===== src/rtl/fsr_pkg.sv =====
package fsr_pkg;
    localparam int FSR_W    = 32;
    localparam int NFLAG    = 5;
    localparam int CEXC_LSB = 0;
    localparam int AEXC_LSB = CEXC_LSB + NFLAG;
    localparam int TEN_LSB  = 23;
    localparam int TT_LSB   = 14;
    localparam int TT_W     = 3;
    localparam int RND_LSB  = 30;
    localparam int RND_W    = 2;
    localparam int NMODE    = 1 << RND_W;

    localparam logic [TT_W-1:0] TT_IEEE = 3'd1;
    localparam logic [FSR_W-1:0] TT_MASK = {{(FSR_W-TT_W){1'b0}}, {TT_W{1'b1}}} << TT_LSB;

    // flag order: invalid is the MSB, inexact the LSB
    typedef struct packed {
        logic nv;
        logic of;
        logic uf;
        logic dz;
        logic nx;
    } exc_t;

    typedef enum logic [RND_W-1:0] {
        RF_NEAREST = 2'd0,
        RF_ZERO    = 2'd1,
        RF_UP      = 2'd2,
        RF_DOWN    = 2'd3
    } rnd_field_e;

    typedef struct packed {
        logic trap;
        exc_t cexc;
        exc_t aexc;
    } eval_t;

    function automatic exc_t take_exc(input logic [FSR_W-1:0] w, input int lsb);
        return exc_t'(w[lsb +: NFLAG]);
    endfunction
endpackage


===== src/rtl/fsr_exc_eval.sv =====
module fsr_exc_eval
    import fsr_pkg::*;
(
    input  exc_t              flags,
    input  logic [FSR_W-1:0]  cur,
    output eval_t             res
);
    logic [NFLAG-1:0] hit;
    exc_t             acc_old;

    generate
        for (genvar i = 0; i < NFLAG; i++) begin : g_hit
            assign hit[i] = flags[i] & cur[TEN_LSB + i];
        end
    endgenerate

    always_comb begin
        acc_old  = take_exc(cur, AEXC_LSB);
        res.trap = |hit;
        res.cexc = flags;
        res.aexc = res.trap ? acc_old : exc_t'(acc_old | flags);
    end
endmodule


===== src/rtl/fsr_round_dec.sv =====
module fsr_round_dec
    import fsr_pkg::*;
(
    input  logic [RND_W-1:0] field,
    output logic [NMODE-1:0] sel
);
    always_comb begin
        sel = '0;
        case (rnd_field_e'(field))
            RF_NEAREST: sel[0] = 1'b1;
            RF_UP:      sel[2] = 1'b1;
            RF_DOWN:    sel[3] = 1'b1;
            default:    sel[1] = 1'b1; // toward zero
        endcase
    end
endmodule


===== src/rtl/fsr_trap_unit.sv =====
module fsr_trap_unit
    import fsr_pkg::*;
#(
    parameter logic [31:0] WR_MASK = 32'hCF80_03FF
) (
    input  logic        clk,
    input  logic        rst,
    input  logic        op_valid,
    input  logic [4:0]  op_flags,
    input  logic        ld_valid,
    input  logic [31:0] ld_data,
    output logic [31:0] status,
    output logic        trap_req,
    output logic [3:0]  rnd_sel
);
    localparam logic [FSR_W-1:0] KEEP_MASK = ~WR_MASK & ~TT_MASK;
    localparam logic [FSR_W-1:0] LOAD_MASK = WR_MASK & ~TT_MASK;

    logic             op_take;
    eval_t            ev;
    logic [FSR_W-1:0] st_q;
    logic [FSR_W-1:0] st_d;

    assign op_take = op_valid & ~ld_valid;

    fsr_exc_eval u_eval (
        .flags (exc_t'(op_flags)),
        .cur   (st_q),
        .res   (ev)
    );

    always_comb begin
        st_d = st_q;
        if (ld_valid) begin
            st_d = (ld_data & LOAD_MASK) | (st_q & KEEP_MASK);
        end else if (op_valid) begin
            st_d[CEXC_LSB +: NFLAG] = ev.cexc;
            st_d[AEXC_LSB +: NFLAG] = ev.aexc;
            if (ev.trap) st_d[TT_LSB +: TT_W] = TT_IEEE;
        end
    end

    always_ff @(posedge clk) begin
        if (rst) begin
            st_q     <= '0;
            trap_req <= 1'b0;
        end else begin
            st_q     <= st_d;
            trap_req <= op_take & ev.trap;
        end
    end

    assign status = st_q;

    fsr_round_dec u_rnd (
        .field (st_q[RND_LSB +: RND_W]),
        .sel   (rnd_sel)
    );

    AST_CEXC_TAKEN: assert property (@(posedge clk) disable iff (rst)
        op_valid && !ld_valid |=> status[4:0] == $past(op_flags));
    AST_TRAP_CAUSE: assert property (@(posedge clk) disable iff (rst)
        !$past(rst) && trap_req |-> $past(op_valid && !ld_valid && (op_flags & status[27:23]) != 0));
    AST_TRAP_TYPE: assert property (@(posedge clk) disable iff (rst)
        trap_req |-> status[16:14] == 3'b001);
    AST_ACCR_FROZEN: assert property (@(posedge clk) disable iff (rst)
        !$past(rst) && trap_req |-> status[9:5] == $past(status[9:5]));
    AST_ACCR_MERGE: assert property (@(posedge clk) disable iff (rst)
        op_valid && !ld_valid && (op_flags & status[27:23]) == 0
        |=> status[9:5] == ($past(status[9:5]) | $past(op_flags)));
    AST_LOAD_WINS: assert property (@(posedge clk) disable iff (rst)
        ld_valid |=> !trap_req && status[16:14] == 3'b000);
    AST_IDLE_STABLE: assert property (@(posedge clk) disable iff (rst)
        !op_valid && !ld_valid |=> $stable(status));
    AST_RND_ONEHOT: assert property (@(posedge clk) disable iff (rst)
        $onehot(rnd_sel));
endmodule


===== config.mk =====
export PLATFORM = sky130hd
export DESIGN_NAME = fsr_trap_unit
export DESIGN_NICKNAME = d
export VERILOG_FILES = /design/src/rtl/fsr_pkg.sv /design/src/rtl/fsr_exc_eval.sv /design/src/rtl/fsr_round_dec.sv /design/src/rtl/fsr_trap_unit.sv
export SDC_FILE = /design/constraint.sdc
export NUM_CORES = 1
export LEC_CHECK = 0
export BUFFER_PORTS_ARGS = -buffer_cell sky130_fd_sc_hd__buf_2
export CAP_MARGIN = 20
export CORE_ASPECT_RATIO = 0.75
export CORE_MARGIN = 2
export CORE_UTILIZATION = 30
export CTS_CLUSTER_SIZE = 25
export DETAILED_ROUTE_END_ITERATION = 10
export GPL_TIMING_DRIVEN = 0
export PLACE_DENSITY = 0.72
export SYNTH_ARGS = -nofsm -noshare
export SYNTH_HDL_FRONTEND = slang
export SYNTH_SLANG_ARGS = --single-unit
export TNS_END_PERCENT = 5

===== constraint.sdc =====
create_clock -name clk -period 1.4 [get_ports clk]
set_input_delay 0 -clock clk [delete_from_list [all_inputs] [get_ports clk]]
set_output_delay 0 -clock clk [all_outputs]
set_load 0.01 [all_outputs]

# [Word level (Yosys, flattened, before mapping)]
# Cells that the tools add are included.
[classes] muxes=10 bitwise_logic=10 n_reduce_logical=7 eq_ne=3
[ops] operator="$or 32x30->32" count=1
[ops] operator="$mux 10" count=2
[ops] operator="$mux 3" count=3
[ops] operator="$and 1x1->1" count=7
[ops] operator="$mux 5" count=1
[ops] operator="$or 5x5->5" count=1
[ops] operator="$reduce_or 5->1" count=1
[ops] operator="$eq 2x2->1 const B" count=2
[ops] operator="$mux 1" count=4
[ops] operator="$reduce_and 2->1" count=2
[ops] operator="$reduce_bool 2->1" count=2
[ops] operator="$reduce_or 3->1" count=1
[ops] operator="$logic_not 2->1" count=1
[ops] operator="$ne 2x2->1 const B" count=1
[ops] operator="$not 1->1" count=1
[word_totals] ff_bits=33 wordCells=35 out_inout_bits=37

# [Depth between registers and ports, before layout]
[depth] ltp_word=5 depth_mapped=4

# [Modules after synthesis]
# From an unflattened synthesis, not the netlist that was laid out.
[hier_totals] hier_cells=105 area_unflattened_um2=1004.7
[modules_own_cells] module="fsr_trap_unit" n_inst=1 area_per_inst_um2=875.8 cells_per_inst=88 seq_area_each_um2=380.4
[modules_own_cells] module="fsr_exc_eval" n_inst=1 area_per_inst_um2=102.6 cells_per_inst=13 seq_area_each_um2=0.0
[modules_own_cells] module="fsr_round_dec" n_inst=1 area_per_inst_um2=26.3 cells_per_inst=4 seq_area_each_um2=0.0

# [Least setup slack after synthesis]
# No wires, ideal clock.
[synth_path] kind="flip-flop to flip-flop" startpoint="register st_q[23] (netlist: status[23])" endpoint="register st_q[8] (netlist: status[8])" slack_ns=0.196 required_time_ns=1.321 period_less_slack_ns=1.204 setup_ns=0.079 stages_incl_launch_ff=4 arrival_time_ns=1.124 cell_sequence="dfxtp_1 > a222oi_1 > nand3_2 > a211oi_2"
[synth_between] elab_chain_cells=4
[synth_rtl] item="start, declared" line_no="fsr_trap_unit.sv:21" text="logic [FSR_W-1:0] st_q;"
[synth_rtl] item="start signal, assigned" line_no="fsr_trap_unit.sv:48" text="st_q <= st_d;"
[synth_rtl] item="$and 1x1->1" line_no="fsr_exc_eval.sv:13" text="assign hit[i] = flags[i] & cur[TEN_LSB + i];"
[synth_rtl] item="$reduce_or 5->1" line_no="fsr_exc_eval.sv:19" text="res.trap = |hit;"
[synth_rtl] item="$ne 2x2->1 (no line)"
[synth_rtl] item="$reduce_and 2->1 (no line)"
# No other way between the ends.
# A chain may end at the register's enable or synchronous reset.

# [Worst setup path in the final report]
[layout_path] startpoint="register st_q[23] (netlist: status[23])" endpoint="register st_q[5] (netlist: status[5])"
# Same word-level chain as after synthesis.

==> results.md <==
* Critical path's top delay family: compound AO/OA/AOI/OAI gates
* Post-detail-place hpwl at ~1.8 mm
* Critical Path Start: status[23]
* Final cycle utilization of the critical path at 0.9168
* Clock Sinks at 19
* Via Count at a little under 900
* Final hold violation count at 0
* Root Buffer: clkbuf_8
* Port buffer count at 45
* Hold crit path type: primary input to flop
* Post-Layout Inst Area at 1426 sq um
* RSZ-0062 raised after global routing: false
* Outcome: finished, final reports clean
* Max incr delay on CP at approximately 0.33 ns
* Post-synth top area share at 0.4037
* Initial antenna violation count at 0
* Crit path kind: flop to flop
* Warnings, synthesis at 0
* Die height at ~53 microns
* Synth Cell Area at between 900 and 1000 sq um
* Clk pin slew, worst setup/hold paths at roughly 0.07 ns
* Crit. End Element: flop
* Max Slew Vio Count at 0
* Crit. path cell count at 4
* Core Rows at 17
* Routed WL at ~2.3 mm
* Routed Antenna Nets at 0
* Clock Path Buffers at 2
* CP Data Arrival Time at 1.45 ns
* Mean Syn Cell Area at around 9.4 sq um
* Worst setup path end: status[5]
* Worst path slowest cell: dfxtp_1
* Startpoint types: flop
* Die width at about 69 microns
* Min Tclk post-route at 1.284 ns
* Setup TNS at 0 ns
* H-Tree Level Count at 1
* Ant diodes at 0
* Max Clk Rate at roughly 0.8 GHz
* Cell accounting for the most synthesized area: dfxtp_1
* Total Routing Usage GR at 0.1333
* Setup Viol. Count Final at 0
* Drt pass-1 iters at 5
* Maximum fanout along the worst path at 5
* Area contributors post-synth: dfxtp_1 40%, mux2i_1 13%, buf_4 11%, nor2_1 7.6%, mux2_2 4.8%
* Drt via density at 4.184
* Clk_lat worst skew at 0.25 ns
* Ys async rst share at 0
* Vias in the first global route at 775
* Post-synthesis register bit count at 19
* Layout area overhead at 51.39%
* Synth unique cells at 20
* Prevailing post-synth register cell: dfxtp_1
* Gate Count Post-Synth at 100
* Largest net degree at the start of global routing at 11
* Core area at a little under 3000 sq um
* CP Cell Sequence: a222oi_1 > buf_4 > nand3_2 > a211oi_1
* Power Density at between 800 and 900 nW/um^2
* CTS tree: done
* Die area at between 3000 and 4000 sq um
* DP Area at 1264 sq um
* Starting Density at 0.3164
* Cts repair resizes at 0
* FF-to-FF Start: status[23]
* DR iter-0 viols at 22
* First-pass GRT wire length at between 3 and 4 mm
* Layout cells sized above 1 at 0.4138
* WL per Instance at approximately 11 microns
* Pwr Total at 0.001280 W
* Most frequent cells in the layout: 48 x buf_2, 19 x nor2_1, 19 x dfxtp_1
* Flop2flop setup slack at around 0.12 ns
* Cells on worst reg2reg path at 4
* Total CTS buffers at 3
* Gp weighted congestion at about 0.67
* Post-Route Skew at 0.0008123 ns
* Seq/Total Area, Yosys at 0.4037
* Leakage dissipation at ~0.75 nW
* MaxCap Viol Count at 0
* Nets at between 200 and 250
* Commonest non-fill, non-tap cell in the layout: buf_2
* VDD IR-drop max at a little over 0.0006 V
* WP buf/inv at 1
* DRC viols at 0
* Worst R2R End: status[5]
* EDFF count, synth at 0
* Grt ovf at 0
* CP required at between 1.5 and 2 ns
* Io pins at between 70 and 80
==> state kept, by name, indices dropped and copies added, names as in the netlist <==
signal and count:
status 18, trap_req 1
==> layout make-up <==
cell class	instances	area, sq um
fillers	314	1551
clock buffers	4	45.04
well taps	38	47.55
plain buffers	20	131.4
multi-input cells	74	479.2
repair buffers	57	342.8
flip-flops and latches	19	380.4
==> Yosys cell counts, drive strengths merged, types with 2 or more instances <==
library cell / count
nor2b: 2
mux2i: 12
mux2: 5
dfxtp: 19
nand2b: 5
nor2: 19
clkbuf: 3
a211oi: 5
and2: 2
buf: 17
o31ai: 5
==> cells by family (layout without fill, tap and decap cells) <==
group,Yosys count,after routing,share of synthesized area
and+or+nand+nor,29,29,0.1461
buffers and inverters,20,81,0.1394
DFF,19,19,0.4037
muxes,17,17,0.1873
AOI/OAI and AO/OA,14,14,0.1195
other,1,14,0.003980
==> through the flow <==
| step | std cells | util | hold WS (ns) | worst slack (ns) |
|---|---|---|---|---|
| 6_report | 212 | 0.4790 | 0.01404 | 0.1164 |
| 5_1_grt | 212 | 0.4790 | 0.01222 | 0.01531 |
| 4_1_cts | 212 | 0.4790 | 0.01025 | 0.1074 |
| 3_5_place_dp | 196 | 0.4244 | 0.2411 | 0.03322 |
| 3_3_place_gp | 196 | 0.4244 | 0.2340 | 0.02303 |
| 2_1_floorplan | 113 | - | 0.1468 | 0.1963 |
==> routing by layer <==
layer,wire length [microns],global-route usage,vias up
li1,-,-,461
met1,1016,0.1680,394
met2,1144,0.2212,32
met3,180,0.04946,0
met4,0,0.01961,0
met5,0,0,-
==> power breakdown <==
| group | internal [W] | switching, W |
|---|---|---|
| combinational | 0.000159 | 0.000144 |
| sequential | 0.000577 | 0.0000239 |
| clock | 0.000202 | 0.000174 |
| total | 0.000939 | 0.000342 |
==> worst min path at each step <==
stage                      startpoint  slack (ns)         end  cells past startpoint
after floorplan            ld_data[0]        0.15   status[0]                      2
after global placement     ld_data[2]        0.23   status[2]                      3
after detailed placement  ld_data[30]        0.24  status[30]                      3
after CTS                  ld_data[0]        0.01   status[0]                      3
after global routing       ld_data[0]        0.01   status[0]                      3
final                      ld_data[0]        0.01   status[0]                      3
==> worst reg2reg max path, stage by stage, from the launching register on <==
cell,delay (ns)
dfxtp_1,0.33
a222oi_1,0.33
buf_4,0.18
nand3_2,0.13
a211oi_1,0.25
==> repair_timing <==
item | 4_1_cts | 5_1_grt
hold endpoints to repair | 11 | 0
setup endpoints to repair | 1 | 0
buffers inserted | 1 | 0
hold buffers | 11 | 0
No activity file was read; power rests on OpenSTA's default activity.
